## src/rtl/txe_pkg.sv

```systemverilog
package txe_pkg;
  localparam int TXE_OVS    = 16;
  localparam int TXE_MAX_DW = 8;
  localparam int TXE_MIN_DW = 5;

  typedef enum logic [1:0] {
    TXE_IDLE = 2'b00,
    TXE_BITS = 2'b01,
    TXE_STOP = 2'b10
  } txe_state_e;
endpackage

```

## src/rtl/txe_hold.sv

```systemverilog
module txe_hold #(
  parameter int DW = 8
) (
  input  logic          clk,
  input  logic          rst_n,
  input  logic          wr_en,
  input  logic [DW-1:0] wr_data,
  input  logic          cmd_en,
  input  logic          cmd_dis,
  input  logic          load,
  output logic          hr_full,
  output logic [DW-1:0] hr_data,
  output logic          tx_rdy
);
  logic          en_q, en_d;
  logic          full_q, full_d;
  logic [DW-1:0] data_q, data_d;

  assign tx_rdy  = en_q & ~full_q;
  assign hr_full = full_q;
  assign hr_data = data_q;

  always_comb begin
    en_d   = en_q;
    full_d = full_q;
    data_d = data_q;
    if (cmd_dis)     en_d = 1'b0;
    else if (cmd_en) en_d = 1'b1;
    if (load) begin
      full_d = 1'b0;
    end else if (wr_en && tx_rdy) begin
      full_d = 1'b1;
      data_d = wr_data;
    end
  end

  always_ff @(posedge clk or negedge rst_n) begin
    if (!rst_n) begin
      en_q   <= 1'b0;
      full_q <= 1'b0;
      data_q <= '0;
    end else begin
      en_q   <= en_d;
      full_q <= full_d;
      data_q <= data_d;
    end
  end
endmodule

```

## src/rtl/txe_shift.sv

```systemverilog
module txe_shift
  import txe_pkg::*;
#(
  parameter int DW  = 8,
  parameter int OVS = 16
) (
  input  logic          clk,
  input  logic          rst_n,
  input  logic          tick,
  input  logic          hr_full,
  input  logic [DW-1:0] hr_data,
  input  logic [1:0]    cfg_len,
  input  logic          cfg_par_en,
  input  logic          cfg_par_odd,
  input  logic [3:0]    cfg_stop,
  input  logic          cfg_x1,
  input  logic          cfg_cts_en,
  input  logic          ctsn,
  output logic          load,
  output logic          idle,
  output logic          txd
);
  localparam int FW     = DW + 2;
  localparam int BCNT_W = $clog2(FW + 1);
  localparam int TCNT_W = $clog2(OVS);
  localparam int SCNT_W = $clog2(2 * OVS + 1);

  txe_state_e        st_q, st_d;
  logic [FW-1:0]     sh_q, sh_d;
  logic [BCNT_W-1:0] bcnt_q, bcnt_d, nb_q, nb_d;
  logic [TCNT_W-1:0] tcnt_q, tcnt_d;
  logic [SCNT_W-1:0] scnt_q, scnt_d, sl_q, sl_d;
  logic              x1_q, x1_d;

  logic [FW-1:0]     frame;
  logic [BCNT_W-1:0] len_n;
  logic [SCNT_W-1:0] stop_n;
  logic              par_bit;
  logic              bit_end;

  assign idle    = (st_q == TXE_IDLE);
  assign load    = idle & hr_full & (~cfg_cts_en | ~ctsn);
  assign txd     = (st_q == TXE_BITS) ? sh_q[0] : 1'b1;
  assign bit_end = x1_q | (tcnt_q == TCNT_W'(OVS - 1));

  // Frame assembly: start, data LSB first, parity, idle fill
  always_comb begin
    len_n   = BCNT_W'(TXE_MIN_DW) + BCNT_W'(cfg_len);
    par_bit = cfg_par_odd;
    for (int i = 0; i < DW; i++)
      if (BCNT_W'(i) < len_n) par_bit = par_bit ^ hr_data[i];
    frame    = '1;
    frame[0] = 1'b0;
    for (int i = 0; i < DW; i++) begin
      if (BCNT_W'(i) < len_n)       frame[i+1] = hr_data[i];
      else if (BCNT_W'(i) == len_n) frame[i+1] = par_bit;
    end
    if (len_n == BCNT_W'(DW)) frame[DW+1] = par_bit;
  end

  // Stop length in tick units
  always_comb begin
    if (cfg_x1) begin
      stop_n = cfg_stop[3] ? SCNT_W'(2) : SCNT_W'(1);
    end else begin
      stop_n = SCNT_W'(OVS + 1) + SCNT_W'(cfg_stop);
      if (cfg_len != 2'b00 && !cfg_stop[3]) stop_n = stop_n - SCNT_W'(OVS / 2);
    end
  end

  always_comb begin
    st_d   = st_q;
    sh_d   = sh_q;
    bcnt_d = bcnt_q;
    nb_d   = nb_q;
    tcnt_d = tcnt_q;
    scnt_d = scnt_q;
    sl_d   = sl_q;
    x1_d   = x1_q;
    unique case (st_q)
      TXE_IDLE: if (load) begin
        st_d   = TXE_BITS;
        sh_d   = frame;
        nb_d   = BCNT_W'(1) + len_n + BCNT_W'(cfg_par_en);
        sl_d   = stop_n;
        x1_d   = cfg_x1;
        bcnt_d = '0;
        tcnt_d = '0;
      end
      TXE_BITS: if (tick) begin
        if (bit_end) begin
          tcnt_d = '0;
          if (bcnt_q == nb_q - BCNT_W'(1)) begin
            st_d   = TXE_STOP;
            scnt_d = '0;
          end else begin
            sh_d   = {1'b1, sh_q[FW-1:1]};
            bcnt_d = bcnt_q + BCNT_W'(1);
          end
        end else begin
          tcnt_d = tcnt_q + TCNT_W'(1);
        end
      end
      TXE_STOP: if (tick) begin
        if (scnt_q == sl_q - SCNT_W'(1)) st_d = TXE_IDLE;
        else scnt_d = scnt_q + SCNT_W'(1);
      end
      default: st_d = TXE_IDLE;
    endcase
  end

  always_ff @(posedge clk or negedge rst_n) begin
    if (!rst_n) begin
      st_q   <= TXE_IDLE;
      sh_q   <= '1;
      bcnt_q <= '0;
      nb_q   <= '0;
      tcnt_q <= '0;
      scnt_q <= '0;
      sl_q   <= '0;
      x1_q   <= 1'b0;
    end else begin
      st_q   <= st_d;
      sh_q   <= sh_d;
      bcnt_q <= bcnt_d;
      nb_q   <= nb_d;
      tcnt_q <= tcnt_d;
      scnt_q <= scnt_d;
      sl_q   <= sl_d;
      x1_q   <= x1_d;
    end
  end
endmodule

```

## src/rtl/txe_rts.sv

```systemverilog
module txe_rts #(
  parameter int OVS = 16
) (
  input  logic clk,
  input  logic rst_n,
  input  logic tick,
  input  logic cfg_x1,
  input  logic cfg_auto_rts,
  input  logic cmd_en,
  input  logic cmd_dis,
  input  logic cmd_assert,
  input  logic cmd_negate,
  input  logic drained,
  output logic rtsn
);
  localparam int RW = $clog2(OVS);

  logic          pend_q, pend_d;
  logic          rtsn_q, rtsn_d;
  logic [RW-1:0] rcnt_q, rcnt_d;
  logic          armed, fire;

  assign armed = cfg_auto_rts & pend_q & drained;
  assign fire  = armed & tick & (cfg_x1 | (rcnt_q == RW'(OVS - 1)));
  assign rtsn  = rtsn_q;

  always_comb begin
    if (!armed)    rcnt_d = '0;
    else if (fire) rcnt_d = '0;
    else if (tick) rcnt_d = rcnt_q + RW'(1);
    else           rcnt_d = rcnt_q;

    if (cmd_dis)     pend_d = 1'b1;
    else if (cmd_en) pend_d = 1'b0;
    else if (fire)   pend_d = 1'b0;
    else             pend_d = pend_q;

    if (cmd_negate || fire) rtsn_d = 1'b1;
    else if (cmd_assert)    rtsn_d = 1'b0;
    else                    rtsn_d = rtsn_q;
  end

  always_ff @(posedge clk or negedge rst_n) begin
    if (!rst_n) begin
      pend_q <= 1'b0;
      rtsn_q <= 1'b1;
      rcnt_q <= '0;
    end else begin
      pend_q <= pend_d;
      rtsn_q <= rtsn_d;
      rcnt_q <= rcnt_d;
    end
  end
endmodule

```

## src/rtl/txe_uart_tx.sv

```systemverilog
module txe_uart_tx
  import txe_pkg::*;
#(
  parameter int DW  = TXE_MAX_DW,
  parameter int OVS = TXE_OVS
) (
  input  logic          clk,
  input  logic          rst_n,
  input  logic          tick16,
  input  logic          wr_en,
  input  logic [DW-1:0] wr_data,
  input  logic          cmd_tx_enable,
  input  logic          cmd_tx_disable,
  input  logic          cmd_rts_assert,
  input  logic          cmd_rts_negate,
  input  logic [1:0]    cfg_len,
  input  logic          cfg_par_en,
  input  logic          cfg_par_odd,
  input  logic [3:0]    cfg_stop,
  input  logic          cfg_x1,
  input  logic          cfg_cts_en,
  input  logic          cfg_auto_rts,
  input  logic          ctsn,
  output logic          txd,
  output logic          rtsn,
  output logic          tx_rdy,
  output logic          tx_emt
);
  logic          hr_full;
  logic [DW-1:0] hr_data;
  logic          load;
  logic          sh_idle;

  assign tx_emt = tx_rdy & sh_idle;

  txe_hold #(.DW(DW)) u_hold (
    .clk     (clk),
    .rst_n   (rst_n),
    .wr_en   (wr_en),
    .wr_data (wr_data),
    .cmd_en  (cmd_tx_enable),
    .cmd_dis (cmd_tx_disable),
    .load    (load),
    .hr_full (hr_full),
    .hr_data (hr_data),
    .tx_rdy  (tx_rdy)
  );

  txe_shift #(.DW(DW), .OVS(OVS)) u_shift (
    .clk         (clk),
    .rst_n       (rst_n),
    .tick        (tick16),
    .hr_full     (hr_full),
    .hr_data     (hr_data),
    .cfg_len     (cfg_len),
    .cfg_par_en  (cfg_par_en),
    .cfg_par_odd (cfg_par_odd),
    .cfg_stop    (cfg_stop),
    .cfg_x1      (cfg_x1),
    .cfg_cts_en  (cfg_cts_en),
    .ctsn        (ctsn),
    .load        (load),
    .idle        (sh_idle),
    .txd         (txd)
  );

  txe_rts #(.OVS(OVS)) u_rts (
    .clk          (clk),
    .rst_n        (rst_n),
    .tick         (tick16),
    .cfg_x1       (cfg_x1),
    .cfg_auto_rts (cfg_auto_rts),
    .cmd_en       (cmd_tx_enable),
    .cmd_dis      (cmd_tx_disable),
    .cmd_assert   (cmd_rts_assert),
    .cmd_negate   (cmd_rts_negate),
    .drained      (sh_idle & ~hr_full),
    .rtsn         (rtsn)
  );
endmodule

```

## config.mk

```make
export PLATFORM = sky130hd
export DESIGN_NAME = txe_uart_tx
export DESIGN_NICKNAME = d
export VERILOG_FILES = /design/src/rtl/txe_pkg.sv /design/src/rtl/txe_hold.sv /design/src/rtl/txe_shift.sv /design/src/rtl/txe_rts.sv /design/src/rtl/txe_uart_tx.sv
export SDC_FILE = /design/constraint.sdc
export NUM_CORES = 1
export LEC_CHECK = 0
export BUFFER_PORTS_ARGS = -buffer_cell sky130_fd_sc_hd__buf_2
export CORE_MARGIN = 8
export CORE_UTILIZATION = 53
export CTS_CLUSTER_SIZE = 10
export DETAILED_ROUTE_END_ITERATION = 8
export GPL_TIMING_DRIVEN = 0
export PLACE_DENSITY_LB_ADDON = 0.12
export REMOVE_ABC_BUFFERS = 1
export SYNTH_ARGS = -nofsm -noshare
export SYNTH_HDL_FRONTEND = slang
export SYNTH_SLANG_ARGS = --single-unit
```

## constraint.sdc

```tcl
create_clock -name clk -period 2 [get_ports clk]
set_clock_uncertainty 0.05 [all_clocks]
set_input_delay 0.4 -clock clk [delete_from_list [all_inputs] [get_ports clk]]
set_output_delay 0.4 -clock clk [all_outputs]
set_load 0.03 [all_outputs]
```

# Word level (Yosys, flattened, before mapping)
# Index checks and enable logic that the tools add are counted.
dict set report totals {
  input_bits 28
  word_cells 166
  out_inout_bits 4
  register_bits 53
}
dict set report op_classes {
  magnitude_cmp 8
  bitwise_logic 24
  n_mux 67
  add_sub_neg 11
  eq_ne 23
  reduce_logical 19
}
# op count
set op_table {}
lappend op_table {{$mux 6} 7}
lappend op_table {{$mux 10} 4}
lappend op_table {{$mux 4} 9}
lappend op_table {{$mux 1} 35}
lappend op_table {{$pmux 10 s2} 1}
lappend op_table {{$eq 3x4->1 const A} 4}
lappend op_table {{$lt 3x4->1 const A} 4}
lappend op_table {{$pmux 4 s2} 2}
lappend op_table {{$mux 2} 7}
lappend op_table {{$add 4x1->4 const B} 3}
lappend op_table {{$eq 4x4->1 const B} 3}
lappend op_table {{$ne 2x2->1 const B} 6}
lappend op_table {{$pmux 6 s2} 1}
lappend op_table {{$reduce_and 6->1} 2}
lappend op_table {{$reduce_bool 2->1} 6}
lappend op_table {{$and 1x1->1} 9}
lappend op_table {{$eq 2x4->1 const A} 2}
lappend op_table {{$lt 1x4->1 const A} 2}
lappend op_table {{$lt 2x4->1 const A} 2}
lappend op_table {{$xor 1x1->1} 8}
lappend op_table {{$add 5x4->6 const A} 1}
lappend op_table {{$add 6x1->6 const B} 1}
lappend op_table {{$eq 6x6->1} 1}
lappend op_table {{$pmux 2 s3} 1}
lappend op_table {{23 further kinds} 31}

# Logic depth before layout (Yosys ltp)
dict set report depth {
  word_depth 21
  mapped_depth 9
  mapped_depth_nobuf 8
}

# Cells and area by module
# Synthesis repeated with hierarchy kept, for this count alone.
dict set report hier_totals {
  cells_unflattened 306
  area_unflattened_um2 3084.2
}
# module cells_each n_inst seq_area_each_um2 area_per_inst_um2
set by_module_without_submodules {}
lappend by_module_without_submodules {txe_shift 250 1 938.4 2338.5}
lappend by_module_without_submodules {txe_hold 25 1 250.2 417.9}
lappend by_module_without_submodules {txe_rts 29 1 151.4 307.8}
lappend by_module_without_submodules {txe_uart_tx 2 1 0.0 20.0}

# Worst setup path after synthesis
# OpenSTA, ideal clock, no wires.
dict set report synth_path {
  path_kind {input to register}
  startpoint {input port cfg_len[0]}
  endpoint {register u_shift.sh_q[6]}
  path_slack_ps -94
  cell_stages 8
  arrival_time_ps 1984
  setup_ps 60
  cell_sequence {inv_1 ha_1 nor2b_1 xnor2_1 xnor3_1 a311o_1 a21oi_1 a21o_1}
}
dict set report synth_between {
  elab_chain_cells 21
}
# element line_no
set synth_rtl {}
lappend synth_rtl {{start: declaration} txe_uart_tx.sv:16} ;# input logic [1:0] cfg_len,
lappend synth_rtl {{$add 3x2->4 (*)} txe_shift.sv:48} ;# len_n = BCNT_W'(TXE_MIN_DW) + BCNT_W'(cfg_len);
lappend synth_rtl {{$lt 1x4->1} txe_shift.sv:51} ;# if (BCNT_W'(i) < len_n) par_bit = par_bit ^ hr_data[i];
lappend synth_rtl {{$mux 1} txe_shift.sv:51}
lappend synth_rtl {{$xor 1x1->1} txe_shift.sv:51}
lappend synth_rtl {{$mux 1} txe_shift.sv:51}
lappend synth_rtl {{$xor 1x1->1} txe_shift.sv:51}
lappend synth_rtl {{$mux 1} txe_shift.sv:51}
lappend synth_rtl {{$xor 1x1->1} txe_shift.sv:51}
lappend synth_rtl {{[5 not listed]} n/a}
lappend synth_rtl {{$xor 1x1->1} txe_shift.sv:51}
lappend synth_rtl {{$mux 1} txe_shift.sv:51}
lappend synth_rtl {{$xor 1x1->1} txe_shift.sv:51}
lappend synth_rtl {{$mux 1} txe_shift.sv:51}
lappend synth_rtl {{$mux 1} txe_shift.sv:56} ;# else if (BCNT_W'(i) == len_n) frame[i+1] = par_bit;
lappend synth_rtl {{$mux 1 (*)} txe_shift.sv:55} ;# if (BCNT_W'(i) < len_n) frame[i+1] = hr_data[i];
lappend synth_rtl {{$mux 10 (*)} txe_shift.sv:81} ;# TXE_IDLE: if (load) begin
lappend synth_rtl {{$pmux 10 s2 (*)} txe_shift.sv:80} ;# unique case (st_q)
lappend synth_rtl {{end signal: assignment} txe_shift.sv:115} ;# sh_q <= '1;
lappend synth_rtl {{end signal: assignment} txe_shift.sv:124} ;# sh_q <= sh_d;
lappend synth_rtl {{end: declaration} txe_shift.sv:29} ;# logic [FW-1:0] sh_q, sh_d;
# Every way passes the cells marked *; elsewhere a longest branch is shown, timed or not. The select of a mux whose other input is x is not followed.
# A chain may end at the register's enable or synchronous reset.

# Worst setup path in the final report
dict set report layout_path {
  startpoint {register u_shift.sl_q[0]}
  endpoint {register u_shift.scnt_q[0]}
}
dict set report layout_between {
  elab_chain_cells 4
}
# element line_no
set layout_rtl {}
lappend layout_rtl {{start: declaration} txe_shift.sv:32} ;# logic [SCNT_W-1:0] scnt_q, scnt_d, sl_q, sl_d;
lappend layout_rtl {{start signal: assignment} txe_shift.sv:129} ;# sl_q <= sl_d;
lappend layout_rtl {{$sub 6x1->6} txe_shift.sv:105} ;# if (scnt_q == sl_q - SCNT_W'(1)) st_d = TXE_IDLE;
lappend layout_rtl {{$eq 6x6->1} txe_shift.sv:105}
lappend layout_rtl {{$ne 2x2->1 (no source line)} n/a}
lappend layout_rtl {{$reduce_and 6->1 (no source line)} n/a}
lappend layout_rtl {{end signal: assignment} txe_shift.sv:128} ;# scnt_q <= scnt_d;
lappend layout_rtl {{end: declaration} txe_shift.sv:32}
# Every way passes these cells.

==> implementation parameters <==
Parameter                              Value

Floorplan
  Starting utilization of the core area    54.8%
  Total die area    0.00836 mm^2
  Core Region    approximately 0.0055 mm^2
  Die outline height    a little over 90 um
  Count of boundary I/O pins    32
  Total number of placement rows    27
  Die X    roughly 90 um

Routing
  DRT antenna net count    0
  Total number of vias    around 2,300
  Routed wire length    around 6500 um
  Iteration-0 DRC count of the detailed router    122
  # DRC    0
  1st-pass router iterations    4
  Routed wire length per instance    roughly 15 um
  Ratio of routed vias to standard cells    roughly 5.5

STA
  Maximum clock rate    roughly 0.47 GHz
  Total Neg Setup Slack    -0.553 ns
  Time the worst path needs with I/O delays and setup    about 2.1 ns
  Final count of negative-setup-slack endpoints    7
  Worst hold slack    0.199 ns
  Ratio of final minimum period to clock period    107%
  RSZ-0062 raised after global routing    true
  Transition time at the pin with the least slew margin    1.16 ns
  Number of max-slew violations in the final report    0
  Setup WS post-layout    -0.145 ns
  Slew headroom    23.0%
  Hold Fails Final Rpt    0

Synth
  Primary flip-flop cell chosen by synthesis mapping    sky130_fd_sc_hd__dfrtp_1
  Post-synthesis instance area    slightly above 0.003 mm^2
  Post-synthesis compound-gate area fraction    15.1%
  Register bit total from synthesis    53
  Dominant combinational cell family by area after synthesis    simple AND/OR/NAND/NOR gates
  Multiplexer share of the synthesized area    6.39%
  Number of synthesized flops with an enable pin    0
  Share of synthesized cell area in full adder, half adder and majority cells    around 6.9%
  Count of different cell masters after synthesis    49
  Post-Synth Simple-Gate Area    between 15 and 20%
  Cell types with the largest area share after synthesis    sky130_fd_sc_hd__dfrtp_1 35%, sky130_fd_sc_hd__dfstp_2 9.6%, sky130_fd_sc_hd__ha_1 6.2%, sky130_fd_sc_hd__nand2_1 4.7%, sky130_fd_sc_hd__xnor2_1 4.6%
  Warning count from the yosys run    0
  Count of mapped cells out of synthesis    approximately 300
  Post-synthesis async set-or-reset flop share    100%
  Post-synth top area cell    sky130_fd_sc_hd__dfrtp_1
  Area share of xor/xnor cells in the synthesized design    7.13%
  Proportion of netlist area held by the largest area contributor    between 30% and 40%
  Seq/Total Area, Yosys    between 40 and 50%
  Post-synthesis area per instance    around 10 um^2

Place
  Post-detailed-placement half-perimeter wirelength    approximately 4300 um
  Standard cell area after detailed placement    0.00324 mm^2
  Port buffer count    31
  Placer Congestion    0.759
  Worst slack after detailed placement    -0.847 ns

Worst setup path
  Critical Path, Cell by Cell    or4_4 -> or3_4 -> a2bb2oi_4 -> a21boi_4 -> and2_4 -> mux2_2
  Type of the worst setup path    flip-flop to flip-flop
  CP required    2.14 ns
  Peak per-stage delay on the critical path    ~0.53 ns
  Critical Path Fanout Max    4
  Element type at the critical path end    flip-flop
  Cell at the slowest stage of the critical path    sky130_fd_sc_hd__or4_4
  Arrival time at the worst endpoint    roughly 2.3 ns
  Crit path launch type    flip-flop

Global routing
  Maximum number of pins on one net before global-route repair    54
  Number of global-route vias before repair    around 2,400
  Global-route wire length before repair    roughly 11,000 um
  Initial antenna violation count    0
  Leftover overflow at the end of global routing    0
  Global routing usage summed across all routing layers    between 15 and 20%

Cells and area
  Layout-stage area growth over the synthesis result    19.6%
  Fraction of layout cells with a size suffix above 1    a little under a third
  Most frequent cells in the layout    40 x sky130_fd_sc_hd__dfrtp_1, 35 x sky130_fd_sc_hd__nand2_1, 31 x sky130_fd_sc_hd__buf_2
  Nets@finish    roughly 400
  Leading cell type in the layout, fill and taps excluded    sky130_fd_sc_hd__dfrtp_1
  # fillers    432
  Inserted Diodes    0
  Design area    around 0.0036 mm^2
  Final core area utilization    roughly 66%

Flow run
  Number of maximum-capacitance constraint violations    0

CTS
  Source-to-sink clock delay at the later pin of the worst-skew pair    between 0.3 and 0.4 ns
  Deepest level of the CTS H-tree    2
  CTS tree    done
  Clock transition time at the flip-flop clock pins of the worst setup and hold paths    approximately 0.090 ns
  Clock tree buffer depth    2
  TritonCTS buffer count    5
  CTS Root Buffer Type    sky130_fd_sc_hd__clkbuf_8
  Sink Count    53

Hold path
  Type of the tightest min-delay check    primary input to flip-flop

Run status
  Violations in the final reports    negative setup slack
  Result of the run    finished with violations

Power and ir drop
  Pwr Density    between 1000 and 1500 mW/mm^2
  Leak    1.69 nW
  IR Drop Worst-Case VDD    around 0.88 mV
-- per-layer routing --
metal / track usage [%] / vias to the layer above / wire, um / part of all wire (%)
li1: - / 1159 / - / -
met1: 20.0 / 1105 / 2970 / 46
met2: 26.1 / 50 / 3160 / 49
met3: 3.54 / 12 / 231 / 3.6
met4: 6.14 / 0 / 119 / 1.8
met5: 0 / - / 0 / 0
-- final timing paths --
path	from	end	cells past startpoint	slack [ns]
worst min-delay path	cmd_tx_disable	u_hold.en_q	2	0.20
min in group asynchronous	rst_n	u_shift.tcnt_q[0]	1	0.26
max in group asynchronous	rst_n	u_shift.sl_q[2]	1	0.85
worst max-delay path	u_shift.sl_q[0]	u_shift.scnt_q[0]	6	-0.15
worst min register to register	u_shift.sh_q[1]	u_shift.sh_q[1]	2	0.42
worst max register to register	u_shift.sl_q[0]	u_shift.scnt_q[0]	6	-0.15
-- cell usage after synthesis (all sizes together), types with 6 or more instances --
| cell type | number |
|---|---|
| nand3 | 8 |
| and3 | 7 |
| xnor2 | 16 |
| a21oi | 12 |
| clkbuf | 8 |
| nor2b | 6 |
| inv | 21 |
| ha | 15 |
| o21ai | 26 |
| mux2 | 10 |
| nor2 | 12 |
| dfrtp | 42 |
| dfstp | 11 |
| xor2 | 6 |
| mux2i | 8 |
| nand2 | 38 |
-- layout make-up --
cell class                 instances  area, um^2  area share, %
clock inverter                     1        7.51          0.208
inverter                          21        78.8           2.19
timing repair buffer              47         294           8.15
sequential                        53        1340           37.2
tap                               72        90.1           2.50
multi-input combinational        224        1710           47.3
clock buffer                       7        86.3           2.39
-- flip-flops by register name (all words and copies together), names as in the netlist --
register	cells
u_rts.pend_q	1
u_shift.bcnt_q	4
u_shift.x1_q	1
u_rts.rcnt_q	4
u_hold.hr_data	8
u_shift.nb_q	4
u_rts.rtsn	1
u_hold.hr_full	1
u_shift.sh_q	10
u_shift.sl_q	6
u_shift.st_q	2
u_hold.en_q	1
u_shift.scnt_q	6
u_shift.tcnt_q	4
-- power breakdown --
group	internal, mW	total [mW]	switching, mW
Clock	0.282	0.636	0.354
Sequential	1.49	1.82	0.336
Combinational	1.29	2.50	1.20
-- stage by stage --
step | instances | total power [mW]
floorplan | 298 | 3.22
finish | 425 | 4.96
global placement | 401 | 3.60
CTS | 419 | 4.69
global route | 425 | 5.36
detailed placement | 402 | 3.70
-- what timing repair did --
| action | CTS | global route |
|---|---|---|
| gates resized for setup | 19 | 25 |
| endpoints found under the setup margin | 28 | 23 |
| cloned | 0 | 1 |
| pin swaps | 5 | 9 |
| buffers inserted | 9 | 5 |
| hold buffers | 0 | 0 |
-- cells by family (layout without fill, tap and decap cells) --
| family | Yosys count | count (layout) |
|---|---|---|
| XOR/XNOR | 23 | 23 |
| multiplexers | 18 | 18 |
| adder cells (fa/ha/maj) | 16 | 16 |
| AO/OA/AOI/OAI | 70 | 70 |
| AND/OR/NAND/NOR | 97 | 97 |
| flip-flops | 53 | 53 |
| buffers and inverters | 29 | 76 |
-- worst max-delay path, delay by kind of cell, from the launching register on --
kind               cells  cell delay, ns
and+or+nand+nor        3            1.06
DFF                    1            0.41
AOI/OAI and AO/OA      2            0.26
muxes                  1            0.25
Note: power is estimated with default switching activity, not from simulation.
